### src/rtl/hpx_pkg.sv
package hpx_pkg;

   typedef enum logic [1:0] {
      SEL_CTRL     = 2'b00,
      SEL_ADDR     = 2'b01,
      SEL_DATA     = 2'b10,
      SEL_DATA_ALT = 2'b11
   } hsel_e;

   typedef struct packed {
      logic single_addr;
      logic byte_units;
   } cfg_t;

   typedef enum logic {
      ST_IDLE = 1'b0,
      ST_WAIT = 1'b1
   } xst_e;

   localparam cfg_t CFG_RST = '{single_addr: 1'b1, byte_units: 1'b0};

endpackage

### src/rtl/hpx_cfg_reg.sv
module hpx_cfg_reg
   import hpx_pkg::*;
#(
   parameter int DATA_W = 32
)(
   input  logic              clk,
   input  logic              rst_n,
   input  logic              wr_en,
   input  logic              wr_clear,
   input  logic [1:0]        wr_fields,
   output cfg_t              cfg_q,
   output logic [DATA_W-1:0] rd_word
);

   always_ff @(posedge clk or negedge rst_n) begin
      if (!rst_n) begin
         cfg_q <= CFG_RST;
      end else if (wr_en) begin
         if (wr_clear) begin
            cfg_q <= '0;
         end else begin
            cfg_q.single_addr <= wr_fields[1];
            cfg_q.byte_units  <= wr_fields[0];
         end
      end
   end

   assign rd_word = DATA_W'({cfg_q.single_addr, cfg_q.byte_units});

endmodule

### src/rtl/hpx_addr_regs.sv
module hpx_addr_regs #(
   parameter int ADDR_W  = 32,
   parameter int SHIFT   = 2,
   parameter bit DUAL_EN = 1'b1
)(
   input  logic              clk,
   input  logic              rst_n,
   input  logic              wr_en,
   input  logic [ADDR_W-1:0] wr_val,
   input  logic              single_mode,
   input  logic              pick_rd,
   input  logic              byte_units,
   output logic [ADDR_W-1:0] rd_raw,
   output logic [ADDR_W-1:0] wr_byte_addr,
   output logic [ADDR_W-1:0] rd_byte_addr
);

   logic [ADDR_W-1:0] wa_q;
   logic [ADDR_W-1:0] ra_q;

   generate
      if (DUAL_EN) begin : g_dual
         always_ff @(posedge clk or negedge rst_n) begin
            if (!rst_n) begin
               wa_q <= '0;
               ra_q <= '0;
            end else if (wr_en) begin
               if (single_mode || !pick_rd) wa_q <= wr_val;
               if (single_mode ||  pick_rd) ra_q <= wr_val;
            end
         end
      end else begin : g_shared
         logic unused_pick;
         assign unused_pick = pick_rd ^ single_mode;
         always_ff @(posedge clk or negedge rst_n) begin
            if (!rst_n)      wa_q <= '0;
            else if (wr_en)  wa_q <= wr_val;
         end
         assign ra_q = wa_q;
      end
   endgenerate

   function automatic logic [ADDR_W-1:0] to_byte(input logic [ADDR_W-1:0] a,
                                                 input logic bu);
      return bu ? a : (a << SHIFT);
   endfunction

   assign wr_byte_addr = to_byte(wa_q, byte_units);
   assign rd_byte_addr = to_byte(ra_q, byte_units);
   assign rd_raw       = pick_rd ? ra_q : wa_q;

endmodule

### src/rtl/hpx_xfer_ctl.sv
module hpx_xfer_ctl
   import hpx_pkg::*;
#(
   parameter int ADDR_W = 32,
   parameter int DATA_W = 32
)(
   input  logic              clk,
   input  logic              rst_n,
   input  logic              start,
   input  logic              start_we,
   input  logic [DATA_W-1:0] start_wdata,
   input  logic [ADDR_W-1:0] wr_addr,
   input  logic [ADDR_W-1:0] rd_addr,
   input  logic              mem_rvalid,
   input  logic [DATA_W-1:0] mem_rdata,
   output logic              idle,
   output logic              mem_req,
   output logic              mem_we,
   output logic [ADDR_W-1:0] mem_addr,
   output logic [DATA_W-1:0] mem_wdata,
   output logic [DATA_W-1:0] data_q
);

   xst_e st_q;

   always_ff @(posedge clk or negedge rst_n) begin
      if (!rst_n) begin
         st_q      <= ST_IDLE;
         mem_req   <= 1'b0;
         mem_we    <= 1'b0;
         mem_addr  <= '0;
         mem_wdata <= '0;
         data_q    <= '0;
      end else begin
         mem_req <= 1'b0;
         unique case (st_q)
            ST_IDLE: begin
               if (start) begin
                  mem_req <= 1'b1;
                  mem_we  <= start_we;
                  if (start_we) begin
                     mem_addr  <= wr_addr;
                     mem_wdata <= start_wdata;
                     data_q    <= start_wdata;
                  end else begin
                     mem_addr <= rd_addr;
                     st_q     <= ST_WAIT;
                  end
               end
            end
            ST_WAIT: begin
               if (mem_rvalid) begin
                  data_q <= mem_rdata;
                  st_q   <= ST_IDLE;
               end
            end
            default: st_q <= ST_IDLE;
         endcase
      end
   end

   assign idle = (st_q == ST_IDLE);

endmodule

### src/rtl/hpx_host_port.sv
module hpx_host_port
   import hpx_pkg::*;
#(
   parameter int ADDR_W  = 32,
   parameter int DATA_W  = 32,
   parameter int CLR_BIT = 31,
   parameter bit DUAL_EN = 1'b1
)(
   input  logic              clk,
   input  logic              rst_n,
   input  logic              host_cs,
   input  logic              host_we,
   input  logic [1:0]        host_sel,
   input  logic              host_adir,
   input  logic [DATA_W-1:0] host_wdata,
   output logic [DATA_W-1:0] host_rdata,
   output logic              host_rdy,
   output logic              mem_req,
   output logic              mem_we,
   output logic [ADDR_W-1:0] mem_addr,
   output logic [DATA_W-1:0] mem_wdata,
   input  logic              mem_rvalid,
   input  logic [DATA_W-1:0] mem_rdata
);

   localparam int SHIFT = $clog2(DATA_W / 8);

   generate
      if (DATA_W % 8 != 0 || DATA_W < 16) begin : g_bad_dw
         $error("hpx_host_port: DATA_W must be a multiple of 8, at least 16");
      end
      if (ADDR_W > DATA_W || ADDR_W <= SHIFT) begin : g_bad_aw
         $error("hpx_host_port: ADDR_W must fit the data word and exceed SHIFT");
      end
      if (CLR_BIT < 2 || CLR_BIT >= DATA_W) begin : g_bad_clr
         $error("hpx_host_port: CLR_BIT must lie above the config fields");
      end
   endgenerate

   cfg_t              cfg_q;
   logic [DATA_W-1:0] cfg_word;
   logic [ADDR_W-1:0] addr_raw;
   logic [ADDR_W-1:0] wr_byte_addr;
   logic [ADDR_W-1:0] rd_byte_addr;
   logic [DATA_W-1:0] data_q;
   logic              idle;
   logic              accept;
   logic              cfg_wr;
   logic              addr_wr;
   logic              data_go;
   logic              byte_units_w;

   assign accept  = host_cs && idle;
   assign cfg_wr  = accept && host_we && (host_sel == SEL_CTRL);
   assign addr_wr = accept && host_we && (host_sel == SEL_ADDR);
   assign data_go = host_cs && host_sel[1];

   hpx_cfg_reg #(.DATA_W(DATA_W)) u_cfg (
      .clk       (clk),
      .rst_n     (rst_n),
      .wr_en     (cfg_wr),
      .wr_clear  (host_wdata[CLR_BIT]),
      .wr_fields (host_wdata[1:0]),
      .cfg_q     (cfg_q),
      .rd_word   (cfg_word)
   );

   assign byte_units_w = cfg_q.byte_units;

   hpx_addr_regs #(.ADDR_W(ADDR_W), .SHIFT(SHIFT), .DUAL_EN(DUAL_EN)) u_addr (
      .clk          (clk),
      .rst_n        (rst_n),
      .wr_en        (addr_wr),
      .wr_val       (host_wdata[ADDR_W-1:0]),
      .single_mode  (cfg_q.single_addr),
      .pick_rd      (host_adir),
      .byte_units   (cfg_q.byte_units),
      .rd_raw       (addr_raw),
      .wr_byte_addr (wr_byte_addr),
      .rd_byte_addr (rd_byte_addr)
   );

   hpx_xfer_ctl #(.ADDR_W(ADDR_W), .DATA_W(DATA_W)) u_xfer (
      .clk         (clk),
      .rst_n       (rst_n),
      .start       (data_go),
      .start_we    (host_we),
      .start_wdata (host_wdata),
      .wr_addr     (wr_byte_addr),
      .rd_addr     (rd_byte_addr),
      .mem_rvalid  (mem_rvalid),
      .mem_rdata   (mem_rdata),
      .idle        (idle),
      .mem_req     (mem_req),
      .mem_we      (mem_we),
      .mem_addr    (mem_addr),
      .mem_wdata   (mem_wdata),
      .data_q      (data_q)
   );

   always_comb begin
      unique case (host_sel)
         SEL_CTRL: host_rdata = cfg_word;
         SEL_ADDR: host_rdata = DATA_W'(addr_raw);
         default:  host_rdata = data_q;
      endcase
   end

   assign host_rdy = idle;

endmodule

### config.mk
export PLATFORM = sky130hd
export DESIGN_NAME = hpx_host_port
export DESIGN_NICKNAME = d
export VERILOG_FILES = /design/src/rtl/hpx_pkg.sv /design/src/rtl/hpx_cfg_reg.sv /design/src/rtl/hpx_addr_regs.sv /design/src/rtl/hpx_xfer_ctl.sv /design/src/rtl/hpx_host_port.sv
export SDC_FILE = /design/constraint.sdc
export NUM_CORES = 1
export LEC_CHECK = 0
export CORE_MARGIN = 2
export CORE_UTILIZATION = 35
export DETAILED_ROUTE_END_ITERATION = 10
export PLACE_DENSITY_LB_ADDON = 0.1
export SYNTH_ARGS = -nofsm -noshare
export SYNTH_HDL_FRONTEND = slang
export SYNTH_SLANG_ARGS = --single-unit
### constraint.sdc
create_clock -name clk -period 3 [get_ports clk]
set_input_delay 0.6 -clock clk [delete_from_list [all_inputs] [get_ports clk]]
set_output_delay 0.6 -clock clk [all_outputs]
set_load 0.02 [all_outputs]
## Word-level counts from Yosys, hierarchy flattened

Index checks and enable logic that the tools add are counted.

- Bits in registers: 165

- Equal/unequal tests: 4
- Reduce and logical (&&, ||, !) cells: 14
- Bitwise operators: 1
- Multiplexer cells: 16

Operator list:

| operator | number |
|---|---|
| 32-bit two-way mux | 7 |
| 32-bit case mux with 2 select lines | 2 |
| 2-bit AND reduction | 3 |
| 3-bit AND reduction | 2 |
| 1-bit logical AND | 5 |
| 1-bit two-way mux | 5 |
| 2-bit != test, second input constant | 2 |
| 2-bit by 1-bit == test with 1-bit output, second input constant | 1 |
| 2-bit logical NOT | 1 |
| 1-bit logical OR | 2 |
| 2-bit two-way mux | 1 |
| 2-bit by 1-bit != test with 1-bit output, second input constant | 1 |
| 1-bit case mux with 2 select lines | 1 |
| 1-bit logical NOT | 1 |
| 1-bit NOT | 1 |

## Depth between registers and ports, before layout

- Depth after elaboration: 5
- Mapped depth: 6
- Mapped depth without buffers: 3

## By module

A second synthesis with hierarchy kept.

- Cells, all modules: 765
- Area total of the unflattened synthesis: 9,658.0 um^2

By module, submodules not included:

| module | seq. area each (um^2) | area each (um^2) | instances | cells an instance |
|---|---|---|---|---|
| hpx_xfer_ctl | 2,477.4 | 5,059.9 | 1 | 369 |
| hpx_addr_regs | 1,601.5 | 3,533.4 | 1 | 244 |
| hpx_host_port | 0.0 | 737.0 | 1 | 111 |
| hpx_cfg_reg | 51.3 | 327.8 | 1 | 41 |

## Least setup slack after synthesis

Ideal clock, no wire load.

- Path type: input to output
- Start: input port host_adir
- End: output port host_rdata[17]
- Required time: 2.400 ns
- Cell stages on the path: 4
- Path buffers: 2
- Path slack: 0.701 ns
- Arrival time: 1.699 ns
- Cell sequence: clkbuf_1 -> buf_2 -> mux2i_1 -> o21ai_0

- Longest elaborated chain between the ends: 2

Ends and longest elaborated chain:

| element | RTL line | text |
|---|---|---|
| start, declared | hpx_host_port.sv:14 | `input logic host_adir,` |
| 32-bit two-way mux | hpx_addr_regs.sv:50 | `assign rd_raw = pick_rd ? ra_q : wa_q;` |
| 32-bit case mux with 2 select lines | hpx_host_port.sv:102 | `unique case (host_sel)` |
| end, declared | hpx_host_port.sv:16 | `output logic [DATA_W-1:0] host_rdata,` |

Every way passes these cells.

## Worst setup path in the final report

- Start: input port host_sel[0]
- End: output port host_rdata[1]

- Longest elaborated chain between the ends: 2
- Elaborated cells between the ends (all ways): 3
- Classes of those cells: eq/ne: 1; mux: 1; reduce/logical: 1

Ends and longest elaborated chain:

| element | RTL line | text |
|---|---|---|
| start, declared | hpx_host_port.sv:13 | `input logic [1:0] host_sel,` |
| 2-bit by 1-bit == test with 1-bit output or 2-bit logical NOT (tied branches) | hpx_host_port.sv:102 |  |
| 32-bit case mux with 2 select lines * | hpx_host_port.sv:102 |  |

Mark *: on every way between the ends. The rest lies on a longest branch, timed or not.

==> results.yml <==
cts:
  cts_hold_buf: 0
  insertion_delay_ns: 0.42
  cts_setup_buffers: 0
  cts_root_buf: "clkbuf_16"
  numCtsBuffers: 17
  clock_path_buffers: 2
  cts_tree: "built"
  clock_sinks: 165
  clk_pin_slew_ns: 0.07
  cts.repair.resized: 0
  cts.htree.levels: 4
global_routing:
  grt_max_degree: 75
  grtUsageTotal_pct: 18.9
  grt_first_pass_wirelength_um: 35000
  first_global_vias: 6054
  antenna_found_initial: 0
  grt_overflow: 0
pwr:
  p_comb_share_pct: 32.3
  p_leak_nw: 4.58
  p_sw_share_pct: 32.4
  power_density_mw_per_mm2: 774
  vdd_ir_drop_max_v: 0.000365
  p_int_mw: 5.61
  switchingPower_mw: 2.69
  power_frac_clock_pct: 27.3
  seqPwrFrac_pct: 40.3
die:
  start_util_pct: 35.7
  dieHeight_um: 156
  dieArea_mm2: 0.0243
  fp.dieW_um: 156
  core_mm2: 0.0226
  row_count: 55
  ios: 171
final_layout:
  antenna_cells: 0
  area_growth_pct: 32.7
  multi_input_area_mm2: 0.00368
  drive_gt1_share_pct: 27.5
  fillCellCount: 1998
  nets: 856
  fin_util_pct: 47.3
  ff_latch_area_mm2: 0.00414
route:
  drc: 0
  avgRoutedWirePerCell_um: 20.7
  detail_route.vias_per_cell: 5.21
  ant_nets: 0
  drt_wl_total_um: 22400
  drt-initial-drc-count: 241
  vias: 5635
  dr.pass1.iters: 6
synthesis:
  synthTopCellsByArea: "dfrtp_1 51%, mux2_2 18%, mux2i_1 12%"
  synth_area_per_cell_um2: 13.0
  synth_nets: 694
  async_flop_share_pct: 100
  synth.most_common_cell: "dfrtp_1"
  synth-seq-cells: 165
  synth_top_area_share_pct: 50.8
  ys_seq_area_share_pct: 51.1
  netlist_area_mm2: 0.00808
  ys_warn_count: 0
  synth_cell_types: 26
  synth-edff-count: 0
  syn-instance-count: 622
  synth_top_cells_by_count: "164 x dfrtp_1, 126 x mux2_2, 94 x mux2i_1"
  synth_area_leader_cell: "dfrtp_1"
  synth_ff_type: "dfrtp_1"
sta:
  slew_headroom_pct: 27.8
  whs_ns: 0.212
  fin_crit_sh_pct: 96.5
  fin_skew_ns: 0.0116
  setup_tns_ns: 0
  worst_slew_pin_slew_ns: 1.08
  fmax_mhz: 345
  setup_viol: 0
  period_minus_slack_ns: 2.90
  rsz0062_at_grt: "false"
  hold_violations: 0
  finalMaxSlewViolations: 0
critical_path:
  crit_fanout: 10
  setup.worst_path.class: "input port to primary output"
  critPathLaunchType: "input port"
  end_kind: "primary output"
  arrival_ns: 2.30
  max_stage_delay_ns: 0.60
  critPathRequiredTime_ns: 2.40
  path_cells: "clkdlybuf4s50_1, buf_4, nor2_1, a211oi_1, a21o_1, clkdlybuf4s50_1"
  rrSetupSlack_ns: 1.04
  crit_slowest_cell: "clkdlybuf4s50_1"
  cp_common_cell: "clkdlybuf4s50_1"
outcome:
  outcome: "completed"
placement:
  dp_hpwl_um: 14600
  io_buffers: 170
  place.gp.congestion: 0.744
run:
  max_cap_violations: 0
min_path:
  holdCritPathClass: "input port to async pin"
-- per-layer routing --
layer	up-vias	GRT usage (%)	part of all wire, %
met5	-	0	0
met4	0	4.19	0.80
met3	12	4.42	5.3
met2	142	30.9	48
met1	2891	25.6	46
li1	2590	-	-
-- critical path: cells and delay by family --
family | cells | cell delay [ns]
AO/OA/AOI/OAI | 2 | 0.40
buffers and inverters | 3 | 1.25
AND/OR/NAND/NOR | 1 | 0.05
-- kinds of logic (layout without fill, tap and decap cells) --
logic type,count (synthesis),in the layout,share of synthesized area [%]
muxes,250,250,34.8
and+or+nand+nor,80,80,4.28
buffers and inverters,51,226,3.36
DFF,165,165,51.1
AOI/OAI and AO/OA,76,76,6.41
-- sequential cells by signal, summed over array words and instances, names as in the netlist --
name              cells
u_addr.ra_q          32
u_xfer.mem_wdata     32
u_xfer.st_q           1
u_cfg.cfg_q           2
u_addr.wa_q          32
u_xfer.data_q        32
u_xfer.mem_we         1
u_xfer.mem_req        1
u_xfer.mem_addr      32
-- metrics by stage --
step / setup WS [ns] / cell area, um^2 / std cells / power [mW]
5_1_grt: 0.00113 / 10700 / 1082 / 8.77
3_3_place_gp: 0.109 / 10100 / 1050 / 6.01
4_1_cts: 0.0989 / 10700 / 1082 / 8.40
6_report: 0.104 / 10700 / 1082 / 8.30
3_5_place_dp: 0.108 / 10100 / 1050 / 6.10
2_1_floorplan: 0.701 / 8080 / 622 / 4.86
-- placed cells by master, fill, tap and decap left out, types with 3 or more instances in the layout --
cell type,netlist,final
clkinv_4,0,3
inv_1,4,4
dfrtp_1,164,162
nor2_1,5,4
buf_4,0,14
mux2i_1,94,94
clkbuf_16,0,17
buf_12,3,6
o221ai_1,30,30
inv_6,0,6
clkdlybuf4s50_1,0,167
nand2_1,68,67
mux2_4,30,30
o21ai_0,38,38
mux2_2,126,126
-- power by group through the flow --
stage	clock (mW)	combinational, mW	sequential [mW]
detailed placement	0	2.71	3.39
CTS	2.33	2.72	3.35
finish	2.27	2.68	3.35
global placement	0	2.66	3.35
global route	2.44	2.89	3.45
floorplan	0	1.31	3.54
-- final cells by class --
cell class,instances,share of cell area [%]
inverter,4,0.140
sequential,165,38.6
clock inverter,13,1.47
tap,285,3.33
clock buffer,19,4.23
multi-input combinational,406,34.4
timing repair buffer,190,17.9
-- final timing paths --
path / start / end / depth (start not counted)
setup / recovery: host_sel[0] / host_rdata[1] / 6
hold / removal: rst_n / u_xfer.mem_wdata[6]$_DFFE_PN0P_ / 1
setup reg to reg: u_xfer.st_q$_DFF_PN0_ / u_xfer.mem_addr[12]$_DFFE_PN0P_ / 4
hold reg to reg: u_xfer.mem_we$_DFFE_PN0P_ / u_xfer.mem_we$_DFFE_PN0P_ / 2
max in group asynchronous: rst_n / u_xfer.mem_addr[31]$_DFFE_PN0P_ / 2
min in group clk: u_xfer.mem_we$_DFFE_PN0P_ / u_xfer.mem_we$_DFFE_PN0P_ / 2
No activity file was read; power rests on OpenSTA's default activity.
